==> config.mk <==
export PLATFORM = sky130hd
export DESIGN_NAME = fp8_scale_conv
export DESIGN_NICKNAME = d
export VERILOG_FILES = /design/src/rtl/fp8_pkg.sv /design/src/rtl/fp8_encode.sv /design/src/rtl/fp8_amax_scale.sv /design/src/rtl/fp8_scale_conv.sv
export SDC_FILE = /design/constraint.sdc
export NUM_CORES = 1
export LEC_CHECK = 0
export BUFFER_PORTS_ARGS = -buffer_cell sky130_fd_sc_hd__buf_2
export CELL_PAD_IN_SITES_DETAIL_PLACEMENT = 2
export CELL_PAD_IN_SITES_GLOBAL_PLACEMENT = 2
export CORE_MARGIN = 10
export CORE_UTILIZATION = 30
export DETAILED_ROUTE_END_ITERATION = 16
export PLACE_DENSITY = 0.79
export SLEW_MARGIN = 20
export SYNTH_ARGS = -nofsm -noshare
export SYNTH_HDL_FRONTEND = slang
export SYNTH_SLANG_ARGS = --single-unit
==> constraint.sdc <==
create_clock -name clk -period 15.1 [get_ports clk]
set_input_delay 3.02 -clock clk [delete_from_list [all_inputs] [get_ports clk]]
set_output_delay 3.02 -clock clk [all_outputs]
set_load 0.1 [all_outputs]
==> src/rtl/fp8_pkg.sv <==
package fp8_pkg;

    typedef enum logic [1:0] {
        ST_IDLE    = 2'd0,
        ST_COLLECT = 2'd1,
        ST_UPDATE  = 2'd2
    } trk_state_e;

    localparam int F32_BIAS = 127;
    localparam int F32_MIN_E = -126;

    // Unbiased exponent of the largest finite value per layout
    function automatic int fmt_emax(input logic fmt);
        return fmt ? 15 : 8;
    endfunction

endpackage

==> src/rtl/fp8_encode.sv <==
module fp8_encode #(
    parameter int EXP_W        = 4,
    parameter int MAN_W        = 3,
    parameter bit IEEE_SPECIAL = 1'b0,
    parameter int SCALE_W      = 8
) (
    input  logic [31:0]              word,
    input  logic signed [SCALE_W-1:0] scale,
    output logic [7:0]               code
);
    localparam int MAG_W     = EXP_W + MAN_W;
    localparam int BIAS      = 2**(EXP_W-1) - 1;
    localparam int MAX_FIELD = IEEE_SPECIAL ? 2**EXP_W - 2 : 2**EXP_W - 1;
    localparam int MAX_MAN   = IEEE_SPECIAL ? 2**MAN_W - 1 : 2**MAN_W - 2;
    localparam int MAX_CODE  = MAX_FIELD * 2**MAN_W + MAX_MAN;
    localparam int NAN_CODE  = IEEE_SPECIAL ? (2**EXP_W - 1) * 2**MAN_W + 2**(MAN_W-1)
                                            : 2**MAG_W - 1;
    localparam int SH_BASE   = 23 - MAN_W;
    localparam int SH_MAX    = 25;

    logic [7:0]       ex;
    logic [22:0]      mn;
    logic [47:0]      ext;
    logic [23:0]      kept;
    logic             rnd, sticky, inc;
    logic [MAG_W-1:0] mag;
    int               be_i, sh_i, mag_i;

    always_comb begin
        ex   = word[30:23];
        mn   = word[22:0];
        be_i = int'(ex) - fp8_pkg::F32_BIAS + int'(scale) + BIAS;
        sh_i = SH_BASE + ((be_i < 1) ? (1 - be_i) : 0);
        if (sh_i > SH_MAX) sh_i = SH_MAX;
        ext    = {1'b1, mn, 24'b0} >> sh_i;
        kept   = ext[47:24];
        rnd    = ext[23];
        sticky = |ext[22:0];
        inc    = rnd & (sticky | kept[0]);
        // rounding carry ripples into the exponent field naturally
        mag_i  = ((be_i >= 1) ? (be_i * 2**MAN_W + int'(kept[MAN_W-1:0])) : int'(kept))
                 + int'(inc);
        if (ex == 8'hFF && mn != 23'd0) mag = MAG_W'(NAN_CODE);
        else if (ex == 8'hFF)           mag = MAG_W'(MAX_CODE);
        else if (ex == 8'h00)           mag = '0;
        else if (mag_i > MAX_CODE)      mag = MAG_W'(MAX_CODE);
        else                            mag = MAG_W'(mag_i);
        code = {word[31], mag};
    end

endmodule

==> src/rtl/fp8_amax_scale.sv <==
module fp8_amax_scale #(
    parameter int SCALE_W = 8
) (
    input  logic                     clk,
    input  logic                     rst_n,
    input  logic                     acc,
    input  logic [30:0]              mag_in,
    input  logic                     fmt_sel,
    input  logic                     tensor_start,
    input  logic                     tensor_end,
    output logic                     in_ready,
    output logic signed [SCALE_W-1:0] scale_exp
);
    import fp8_pkg::*;

    localparam int S_HI = 2**(SCALE_W-1) - 1;
    localparam int S_LO = -(2**(SCALE_W-1));

    trk_state_e  state_q, state_d;
    logic [30:0] amax_q;
    int          e_i, s_i;

    always_comb begin
        state_d = state_q;
        unique case (state_q)
            ST_IDLE:    if (tensor_start) state_d = ST_COLLECT;
            ST_COLLECT: if (tensor_end)   state_d = ST_UPDATE;
            ST_UPDATE:                    state_d = ST_IDLE;
            default:                      state_d = ST_IDLE;
        endcase
    end

    always_ff @(posedge clk or negedge rst_n) begin
        if (!rst_n) state_q <= ST_IDLE;
        else        state_q <= state_d;
    end

    always_comb begin
        in_ready = (state_q != ST_UPDATE);
    end

    always_ff @(posedge clk or negedge rst_n) begin
        if (!rst_n) begin
            amax_q <= '0;
        end else if (state_q == ST_IDLE && tensor_start) begin
            amax_q <= '0;
        end else if (state_q == ST_COLLECT && acc && mag_in[30:23] != 8'hFF
                     && mag_in > amax_q) begin
            amax_q <= mag_in;
        end
    end

    always_comb begin
        e_i = ((amax_q[30:23] == 8'd0) ? 1 : int'(amax_q[30:23])) - F32_BIAS;
        s_i = fmt_emax(fmt_sel) - 1 - e_i;
        if (s_i > S_HI) s_i = S_HI;
        if (s_i < S_LO) s_i = S_LO;
        if (amax_q == 31'd0) s_i = 0;
    end

    always_ff @(posedge clk or negedge rst_n) begin
        if (!rst_n)                   scale_exp <= '0;
        else if (state_q == ST_UPDATE) scale_exp <= SCALE_W'(s_i);
    end

    p_ready_drop_r7: assert property (@(posedge clk) disable iff (!rst_n)
        (state_q == ST_COLLECT && tensor_end) |=> !in_ready);

    p_scale_hold_r10: assert property (@(posedge clk) disable iff (!rst_n)
        (state_q != ST_UPDATE) |=> $stable(scale_exp));

    p_amax_monotone_r8: assert property (@(posedge clk) disable iff (!rst_n)
        (state_q == ST_COLLECT) |=> (amax_q >= $past(amax_q)));

endmodule

==> src/rtl/fp8_scale_conv.sv <==
module fp8_scale_conv #(
    parameter int SCALE_W = 8
) (
    input  logic                     clk,
    input  logic                     rst_n,
    input  logic                     in_valid,
    output logic                     in_ready,
    input  logic [31:0]              in_data,
    input  logic                     fmt_sel,
    input  logic                     tensor_start,
    input  logic                     tensor_end,
    output logic                     out_valid,
    output logic [7:0]               out_data,
    output logic signed [SCALE_W-1:0] scale_exp
);
    localparam int N_FMT = 2;

    logic       acc;
    logic [7:0] codes [N_FMT];

    assign acc = in_valid & in_ready;

    fp8_amax_scale #(.SCALE_W(SCALE_W)) trk_i (
        .clk          (clk),
        .rst_n        (rst_n),
        .acc          (acc),
        .mag_in       (in_data[30:0]),
        .fmt_sel      (fmt_sel),
        .tensor_start (tensor_start),
        .tensor_end   (tensor_end),
        .in_ready     (in_ready),
        .scale_exp    (scale_exp)
    );

    for (genvar f = 0; f < N_FMT; f++) begin : g_fmt
        fp8_encode #(
            .EXP_W        (f == 0 ? 4 : 5),
            .MAN_W        (f == 0 ? 3 : 2),
            .IEEE_SPECIAL (f != 0),
            .SCALE_W      (SCALE_W)
        ) enc_i (
            .word  (in_data),
            .scale (scale_exp),
            .code  (codes[f])
        );
    end

    always_ff @(posedge clk or negedge rst_n) begin
        if (!rst_n) begin
            out_valid <= 1'b0;
            out_data  <= '0;
        end else begin
            out_valid <= acc;
            if (acc) out_data <= codes[fmt_sel];
        end
    end

    p_valid_follow_r1: assert property (@(posedge clk) disable iff (!rst_n)
        acc |=> out_valid);

    p_idle_quiet_r1: assert property (@(posedge clk) disable iff (!rst_n)
        !acc |=> !out_valid);

    p_no_nan_code_r3: assert property (@(posedge clk) disable iff (!rst_n)
        (acc && !fmt_sel && in_data[30:23] != 8'hFF) |=> (out_data[6:0] != 7'h7F));

endmodule

==> impl_metrics.csv, run 1 <==
group,metric,value,unit
logic_synthesis,netlist_instances,2246,
logic_synthesis,synthAdderAreaFrac,6.31,%
logic_synthesis,synth.top_cell.area_share,8.20,%
die,core_area,0.0503,mm2
logic_synthesis,synthTopCellsByArea,"dfrtp_1, nand2_1, ha_1",
logic_synthesis,async_flop_share,100,%
worst_setup_path,start_kind,"input port",
placement,placed_cell_area,0.0159,mm2
cts,clock_sinks,50,
logic_synthesis,ys_types,154,
routing,drc_errors,0,
die,ioPinCount,56,
worst_setup_path,crit_family,"simple AND/OR/NAND/NOR gates",
global_route,grt_start_max_net_pins,63,
die,dieWidth,246,um
finish,fill_cells,6167,
global_route,antenna_found_initial,0,
logic_synthesis,synthFlopType,"dfrtp_1",
outcome,status,"completed",
worst_setup_path,max_stage_delay,0.49,ns
routing,ant_nets,0,
finish,stdcell_area,0.0165,mm2
timing,finalSetupViolCount,0,
timing,hold_violations,0,
placement,dp_cells,2884,
worst_setup_path,cp.arrival,14.78,ns
logic_synthesis,synth_area_per_cell,6.79,um2
placement,place.gp.congestion,0.984,
global_route,grt_usage,26.9,%
logic_synthesis,synth.ff_latch_count,50,
logic_synthesis,synth_edf_count,0,
timing,tightest_slew,1.06,ns
finish,nets,2354,
cts,ctsHoldBuffers,0,
timing,relSlewSlack,27.6,%
logic_synthesis,synth_simple_gate_area_share,32.9,%
logic_synthesis,synth_area_leader_cell,"dfrtp_1",
routing,drt_iter0_markers,1922,
logic_synthesis,synth_commonest_cells,"nand2_1, nor2_1, o21ai_0",
timing,min_period,14.59,ns
cts,h-tree-depth,2,
finish,area_growth,7.92,%
logic_synthesis,ys_seq_area_share,8.20,%
cts,path_clk_slew,0.08,ns
global_route,grt_pass1_vias,20275,
finish,multi_input_area,0.0129,mm2
logic_synthesis,synth_most_common_cell,"nand2_1",
cts,root_buffer,"clkbuf_16",
worst_setup_path,cp_max_fo,12,
timing,fmax,68.6,MHz
cts,worstSkewPairLatency,0.32,ns
logic_synthesis,synth_top_family_by_area,"compound AO/OA/AOI/OAI gates",
global_route,overflow,0,
die,fp-row-count,82,
cts,clockBufferDepth,2,
global_route,grt_pass1_wl,128000,um
hold_path,hold_class,"flip-flop to flip-flop",
die,dieHeight,246,um
routing,vias_per_cell,6.64,
routing,dr.pass1.iters,6,
finish,final-seq-area,0.00125,mm2
die,die_area,0.0603,mm2
finish,instances_no_fill,2914,
logic_synthesis,netlist_area,0.0153,mm2
routing,wl,85400,um
worst_setup_path,slowest_stage,"or3_1",
worst_setup_path,crit_type,"input port to flip-flop",
cts,cts_tree,"yes",
placement,dp_hpwl,66500,um
worst_setup_path,cp_num_buf_inv,5,
worst_setup_path,crit_top_cell,"ha_1",
timing,whs,0.497,ns
finish,drive_above_1_share,14.9,%
logic_synthesis,synthMuxAreaShare,2.50,%
timing,slew_violations,0,
logic_synthesis,synthXorXnorAreaFrac,4.53,%
routing,vias,19339,
logic_synthesis,syn_nets,2359,
logic_synthesis,synth_compound_area_share,36.3,%
timing,finalCritPeriodShare,96.6,%
die,initial_core_util,30.4,%
worst_setup_path,endpoint_kind,"flip-flop",
placement,port_buffers,55,
timing,finalClockSkew,0.0125,ns
logic_synthesis,yosysWarningCount,0,
flow_run,max_cap_violations,0,
routing,avgRoutedWirePerCell,29.3,um
worst_setup_path,cp_data_required_time,15.29,ns
finish,antenna_cells,0,
cts,cts_made_buffers,5,
[state kept, by name (all words and copies together), names as in the netlist]
| register | flops |
|---|---|
| out_data | 8 |
| out_valid | 1 |
| trk_i.amax_q | 31 |
| trk_i.scale_exp | 8 |
| trk_i.state_q | 2 |
[path summary, 6_finish.rpt]
path,to,slack [ns],start,cells after the start
worst min-delay path,out_data[7]$_DFFE_PN0P_,0.50,out_data[7]$_DFFE_PN0P_,2
min in group asynchronous,trk_i.amax_q[11]$_DFFE_PN0P_,2.84,rst_n,2
worst min register to register,out_data[7]$_DFFE_PN0P_,0.50,out_data[7]$_DFFE_PN0P_,2
worst max-delay path,out_data[2]$_DFFE_PN0P_,0.51,in_data[25],43
max in group asynchronous,out_data[5]$_DFFE_PN0P_,11.78,rst_n,2
worst max register to register,out_data[2]$_DFFE_PN0P_,3.24,trk_i.scale_exp[0]$_DFFE_PN0P_,41
[routing by layer]
metal | part of all wire, % | track usage, %
met1 | 43 | 34.1
met2 | 47 | 45.5
met4 | 4.2 | 11.3
met5 | 0 | 0
met3 | 5.3 | 2.73
[layout make-up]
class,instances,share of cell area (%)
inverter,110,2.51
timing repair buffer,137,5.56
sequential,50,7.60
clock inverter,3,0.289
tap,672,5.11
multi-input combinational,1937,78.2
clock buffer,5,0.760
[tightest hold or removal path: stages, from the launching register on]
cell     delay (ns)
dfrtp_1        0.35
nand2_1        0.05
nand2_1        0.06
[stage by stage]
| stage | worst slack, ns | setup TNS [ns] | util [%] |
|---|---|---|---|
| after floorplan | 1.31 | 0 | - |
| after global placement | -0.0257 | -0.0365 | 31.6 |
| after detailed placement | -0.613 | -3.95 | 31.6 |
| after CTS | -0.0248 | -0.0248 | 32.0 |
| after global routing | -0.0936 | -0.152 | 32.8 |
| final | 0.514 | 0 | 32.8 |
[kinds of logic after synthesis]
| kind of cell | after synthesis |
|---|---|
| simple gates | 983 |
| compound gates | 767 |
| buf+inv | 260 |
| fa+ha+maj | 76 |
| xor+xnor | 74 |
| flops | 50 |
| mux | 36 |
[repair_timing]
action | CTS | global route
cloned | 0 | 1
resized for setup | 9 | 35
pin swaps | 2 | 11
setup buffers | 2 | 19
setup endpoints to repair | 7 | 7
[cell usage in the layout (no fill, tap or decap), types with 8 or more instances in the layout]
master	n
o21ai_0	172
and2_1	17
xor2_1	16
nor2_1	194
o21a_1	28
o2111ai_1	18
o22ai_1	24
o21ai_1	10
a21oi_1	125
and3_1	16
or2_2	14
nor3_2	10
a31oi_1	38
or4_1	14
nor4_1	45
and3_2	8
a22oi_1	20
a211oi_1	23
o211ai_1	40
a32oi_1	12
nand4_1	52
inv_1	107
nor3_1	86
buf_2	55
or3_1	23
nand3_1	81
xnor2_1	53
o31ai_1	23
nor2b_1	9
o221ai_1	13
nor3b_1	9
a21o_1	19
ha_1	72
nand2b_1	18
nand2_1	302
mux2i_1	28
dfrtp_1	50
buf_4	80
Power of run 1 is left out: the tool's default activity adds up to more than one toggle a clock period on the data nets, which glitch-free logic cannot reach.
==> run 2: changes to the inputs <==
Settings changed: PLACE_DENSITY 0.79 to 0.78, SYNTH_HIERARCHICAL set to 1.
==> run 2 against run 1 <==
- register-to-register slack gained 0.67 ns
- routed wire length shrank 20%
- sequential cell count is the same
- first-iteration DRC count shrank 37%
- clock-buffer cell count is the same
- core utilization shrank 0.42 points
- fmax grew 4.1%
- final cell count shrank 15%
==> impl_metrics.csv, run 2 <==
group,metric,value,unit
outcome,status,"completed",
logic_synthesis,ys_seq_area_share,9.22,%
die,core_area,0.0445,mm2
cts,clock_sinks,50,
finish,multi_input_area,0.0114,mm2
finish,instances_no_fill,2463,
die,fp-row-count,77,
cts,path_clk_slew,0.07,ns
logic_synthesis,netlist_instances,1883,
routing,ant_nets,0,
logic_synthesis,synth_area_leader_cell,"dfrtp_1",
timing,slew_violations,0,
logic_synthesis,yosysWarningCount,6,
worst_setup_path,cp.arrival,14.20,ns
cts,h-tree-depth,2,
logic_synthesis,synth.top_cell.area_share,9.22,%
worst_setup_path,start_kind,"input port",
routing,drc_errors,0,
logic_synthesis,synth.ff_latch_count,50,
worst_setup_path,cp_max_fo,23,
die,dieHeight,233,um
routing,wl,68600,um
global_route,grt_pass1_vias,16932,
flow_run,max_cap_violations,0,
die,initial_core_util,30.5,%
finish,final_common_cell,"nand2_1",
finish,nets,2006,
cts,cts_made_buffers,5,
die,ioPinCount,56,
timing,whs,0.520,ns
placement,dp_hpwl,53400,um
timing,rsz0062_at_grt,"false",
finish,antenna_cells,0,
routing,dr.pass1.iters,6,
logic_synthesis,netlist_area,0.0136,mm2
timing,tightest_slew,0.939,ns
die,dieWidth,233,um
die,die_area,0.0542,mm2
logic_synthesis,synth_edf_count,0,
routing,wl_met3,4020,um
logic_synthesis,syn_nets,2018,
worst_setup_path,crit_top_cell,"inv_1",
timing,hold_violations,0,
global_route,antenna_found_initial,0,
routing,vias_per_cell,6.52,
timing,finalCritPeriodShare,92.8,%
routing,dr_wl_met2,32100,um
finish,stdcell_area,0.0144,mm2
finish,drive_above_1_share,12.9,%
routing,avgRoutedWirePerCell,27.8,um
timing,finalSetupViolCount,0,
worst_setup_path,crit_family,"compound AO/OA/AOI/OAI gates",
finish,largest_reg_flops,31,
cts,ctsHoldBuffers,0,
worst_setup_path,max_stage_delay,0.80,ns
global_route,grt_usage,24.4,%
routing,vias,16050,
worst_setup_path,cp_data_required_time,15.29,ns
placement,port_buffers,55,
global_route,grt_pass1_wl,104000,um
worst_setup_path,cp_num_buf_inv,8,
logic_synthesis,synthFlopType,"dfrtp_1",
logic_synthesis,synth_area_per_cell,7.21,um2
finish,regMostFlops,"trk_i/amax_q",
logic_synthesis,synthTopCellsByArea,"dfrtp_1, ha_1, nand2_1",
routing,drt-met1-wl,28900,um
cts,root_buffer,"clkbuf_16",
finish,fill_cells,5332,
cts,cts_tree,"yes",
finish,area_growth,6.04,%
logic_synthesis,async_flop_share,100,%
worst_setup_path,crit_type,"input port to flip-flop",
placement,place.gp.congestion,1.00,
timing,fmax,71.3,MHz
finish,final-seq-area,0.00125,mm2
timing,relSlewSlack,37.4,%
cts,cts_resized,0,
placement,dp_cells,2456,
finish,final_cell_mix,"nand2_1, nor2_1, a21oi_1",
cts,clockBufferDepth,2,
logic_synthesis,synth_most_common_cell,"nand2_1",
cts,worstSkewPairLatency,0.31,ns
global_route,grt_start_max_net_pins,58,
timing,final.setup.tns,0,ns
finish,reg_top3,"trk_i/amax_q: 31 flops, out_data: 8 flops, trk_i/scale_exp: 8 flops",
cts,cts_setup_buffers,0,
worst_setup_path,slowest_stage,"a41o_1",
hold_path,hold_class,"flip-flop to flip-flop",
placement,placed_cell_area,0.0142,mm2
timing,min_period,14.02,ns
global_route,overflow,0,
logic_synthesis,ys_types,133,
logic_synthesis,synth_commonest_cells,"nand2_1, nor2_1, a21oi_1",
worst_setup_path,endpoint_kind,"flip-flop",
routing,highest-signal-layer,"met4",
timing,finalClockSkew,0.00546,ns
routing,drt_iter0_markers,1217,
==> run 2: cell types whose count changed in the layout (fill, tap and decap cells not counted), moves of 18 or more <==
cell     before  now
buf_4        80   27
mux2_4        0   29
nor3_1       86   47
ha_1         72   95
nand4_1      52   32
o21ai_0     172   84
nand2_1     302  196
mux2i_1      28   46
==> run 2: tightest hold or removal path: stages, from the launching register on <==
cell and delay [ns]:
dfrtp_1 0.35, a21oi_1 0.05, a21oi_2 0.09
==> run 2: worst paths after layout <==
kind                       slack (ns)                      endpoint                            from  cells past startpoint
min in group asynchronous        2.85  trk_i/amax_q[23]$_DFFE_PN0P_                           rst_n                      2
max reg2reg                      3.91       out_data[3]$_DFFE_PN0P_  trk_i/scale_exp[1]$_DFFE_PN0N_                     35
min reg2reg                      0.52       out_data[7]$_DFFE_PN0P_         out_data[7]$_DFFE_PN0P_                      2
max in group asynchronous       11.73       out_data[3]$_DFFE_PN0P_                           rst_n                      2
max                              1.08       out_data[3]$_DFFE_PN0P_                     in_data[23]                     38
min                              0.52       out_data[7]$_DFFE_PN0P_         out_data[7]$_DFFE_PN0P_                      2
==> run 2: logic make-up after synthesis <==
group                    Yosys count  synth area share (%)
AO/OA/AOI/OAI                    633                  34.4
XOR/XNOR                          68                  4.65
adder cells (fa/ha/maj)           97                  9.05
buffers and inverters            194                  6.89
flip-flops                        50                  9.22
multiplexers                      83                  7.35
AND/OR/NAND/NOR                  758                  28.5
==> run 2: layout make-up <==
type                            count  share of cell area, %
Timing Repair Buffer               82                   3.32
Sequential cell                    50                   8.69
Clock inverter                      2                  0.269
Tap cell                          592                   5.15
Clock buffer                        5                  0.869
Inverter                           93                   2.43
Multi-Input combinational cell   1639                   79.3
==> run 2: stage by stage <==
stage                     util (%)  worst slack (ns)
after global placement        32.0              1.43
after floorplan                  -              3.98
after global routing          32.3             0.380
after detailed placement      32.0             0.987
after CTS                     32.3              1.25
final                         32.3              1.08
==> run 2: metal layers <==
metal	up-vias	track usage [%]
met3	159	2.85
met1	8153	30.2
met2	611	41.0
li1	7127	-
met4	0	12.4
met5	-	0
Power of run 2 is left out for the same reason.
==> run 3: changes to the inputs <==
Settings changed: ABC_AREA set to 1, PLACE_DENSITY 0.78 to 0.86.
==> run 3 against run 2 <==
- global-route usage fell by 2.1 points
- die area fell by 1.4%
- critical path depth grew 17
- clock skew is 0.0046 ns higher
- largest cell class unchanged
==> impl_metrics.csv, run 3 <==
group,metric,value,unit
timing,final.setup.tns,0,ns
timing,relSlewSlack,38.2,%
placement,port_buffers,55,
global_route,overflow,0,
finish,drive_above_1_share,10.0,%
logic_synthesis,synth_area_per_cell,5.44,um2
worst_setup_path,cp_max_fo,36,
routing,drt_iter0_markers,899,
logic_synthesis,syn_nets,2591,
worst_setup_path,crit_top_cell,"nand2_1",
worst_setup_path,timing.rr.start,"trk_i/scale_exp[1]$_DFFE_PN0N_",
die,core_area,0.0441,mm2
logic_synthesis,ys_seq_area_share,9.36,%
cts,worstSkewPairLatency,0.31,ns
routing,vias,16872,
cts,cts_made_buffers,5,
global_route,antenna_found_initial,1,
die,fp-row-count,77,
routing,wl,61300,um
worst_setup_path,r2r_end,"out_data[4]$_DFFE_PN0P_",
worst_setup_path,endpoint_kind,"flip-flop",
worst_setup_path,ff2ff_setup_slack,5.36,ns
timing,tightest_slew,0.919,ns
logic_synthesis,synth.ff_latch_count,50,
cts,ctsHoldBuffers,0,
routing,ant_nets,0,
finish,nets,2576,
routing,avgRoutedWirePerCell,20.2,um
die,die_area,0.0534,mm2
finish,final_common_cell,"nand2_1",
global_route,grt_pass1_wl,98600,um
worst_setup_path,cp.arrival,12.78,ns
timing,rsz0062_at_grt,"false",
logic_synthesis,synth_most_common_cell,"nand2_1",
cts,cts_tree,"yes",
worst_setup_path,start_kind,"input port",
logic_synthesis,synth.top_cell.area_share,23.0,%
worst_setup_path,cp_data_required_time,15.31,ns
die,dieWidth,231,um
logic_synthesis,synth_edf_count,0,
finish,largest_reg_flops,31,
finish,final_cell_mix,"nand2_1, nand3_1, inv_1",
logic_synthesis,synth_area_leader_cell,"nand2_1",
global_route,grt_start_max_net_pins,51,
worst_setup_path,cp-startpoint,"in_data[23]",
timing,finalCritPeriodShare,83.3,%
timing,hold_violations,0,
logic_synthesis,async_flop_share,100,%
finish,antenna_cells,0,
cts,h-tree-depth,2,
finish,area_growth,5.27,%
outcome,status,"completed",
global_route,grt_pass1_vias,18193,
worst_setup_path,max_stage_delay,0.64,ns
die,dieHeight,231,um
worst_setup_path,crit_type,"input port to flip-flop",
finish,regMostFlops,"trk_i/amax_q",
logic_synthesis,synthFlopType,"dfrtp_1",
worst_setup_path,setup.worst_path.end,"out_data[4]$_DFFE_PN0P_",
worst_setup_path,rr_worst_depth,52,
timing,min_period,12.58,ns
flow_run,max_cap_violations,0,
placement,place.gp.congestion,0.930,
routing,drc_errors,0,
logic_synthesis,ys_types,56,
hold_path,hold_class,"flip-flop to flip-flop",
logic_synthesis,synth_commonest_cells,"nand2_1, nand3_1, inv_1",
cts,cts_setup_buffers,0,
timing,finalSetupViolCount,0,
timing,slew_violations,0,
die,initial_core_util,30.3,%
cts,clockBufferDepth,2,
cts,root_buffer,"clkbuf_16",
global_route,grt_usage,22.3,%
finish,reg_top3,"trk_i/amax_q: 31 flops, out_data: 8 flops, trk_i/scale_exp: 8 flops",
worst_setup_path,slowest_stage,"inv_2",
logic_synthesis,netlist_instances,2456,
placement,dp_hpwl,49300,um
logic_synthesis,synthTopCellsByArea,"nand2_1, nand3_1, dfrtp_1",
logic_synthesis,yosysWarningCount,6,
die,ioPinCount,56,
cts,cts_resized,0,
routing,vias_per_cell,5.56,
timing,finalClockSkew,0.0101,ns
routing,dr.pass1.iters,5,
timing,fmax,79.5,MHz
cts,path_clk_slew,0.08,ns
cts,clock_sinks,50,
logic_synthesis,netlist_area,0.0134,mm2
[run 3: changes by cell type after synthesis, sizes merged, moves of 44 or more]
| cell | previous run | this run |
|---|---|---|
| o21ai | 112 | 49 |
| mux2i | 46 | 0 |
| nor3 | 57 | 13 |
| a21oi | 154 | 41 |
| nand4 | 34 | 81 |
| inv | 91 | 319 |
| nand2 | 200 | 874 |
| nand3 | 100 | 550 |
[run 3: stage by stage]
| step | util [%] | worst slack [ns] | hold WS (ns) | instance area [um2] | std cells |
|---|---|---|---|---|---|
| 3_3_place_gp | 31.6 | 2.83 | 0.464 | 13900 | 3026 |
| 3_5_place_dp | 31.6 | 2.33 | 0.467 | 13900 | 3026 |
| 5_1_grt | 31.9 | 1.47 | 0.532 | 14100 | 3034 |
| 6_report | 31.9 | 2.52 | 0.492 | 14100 | 3034 |
| 2_1_floorplan | - | 5.45 | 0.469 | 13400 | 2456 |
| 4_1_cts | 31.9 | 2.58 | 0.494 | 14100 | 3034 |
[run 3: critical path, delay by kind of cell]
kind | cells | cell delay (ns)
AO/OA/AOI/OAI | 3 | 0.67
adder cells (fa/ha/maj) | 7 | 2.01
buffers and inverters | 11 | 1.86
AND/OR/NAND/NOR | 34 | 5.16
[run 3: cells by family after synthesis]
group,synth area share (%)
compound gates,5.16
xor+xnor,1.83
fa+ha+maj,9.19
buf+inv,13.3
flops,9.36
simple gates,61.2
[run 3: how the worst min path moves through the flow]
stage	from	endpoint	slack (ns)	cells after the start
6_report	out_data[7]$_DFFE_PN0P_	out_data[7]$_DFFE_PN0P_	0.49	2
3_5_place_dp	out_data[7]$_DFFE_PN0P_	out_data[7]$_DFFE_PN0P_	0.47	2
3_3_place_gp	out_data[7]$_DFFE_PN0P_	out_data[7]$_DFFE_PN0P_	0.46	2
4_1_cts	out_data[7]$_DFFE_PN0P_	out_data[7]$_DFFE_PN0P_	0.49	2
2_1_floorplan	trk_i/amax_q[10]$_DFFE_PN0P_	trk_i/amax_q[10]$_DFFE_PN0P_	0.47	2
5_1_grt	out_data[7]$_DFFE_PN0P_	out_data[7]$_DFFE_PN0P_	0.53	2
[run 3: area by class of cell]
| cell class | count | area [um2] |
|---|---|---|
| timing repair buffer | 62 | 328 |
| multi-input combinational | 1994 | 10400 |
| tap | 592 | 741 |
| clock inverter | 1 | 5.00 |
| fill | 5809 | 30000 |
| inverter | 328 | 1260 |
| clock buffer | 7 | 143 |
| sequential | 50 | 1250 |
[run 3: metal layers]
layer / vias to the layer above / global-route usage, % / routed length (um)
li1: 7969 / - / -
met1: 8532 / 29.4 / 29200
met2: 304 / 39.0 / 29200
met3: 65 / 2.03 / 1790
met4: 2 / 4.13 / 1020
met5: - / 0 / 13
Power of run 3 is left out for the same reason.
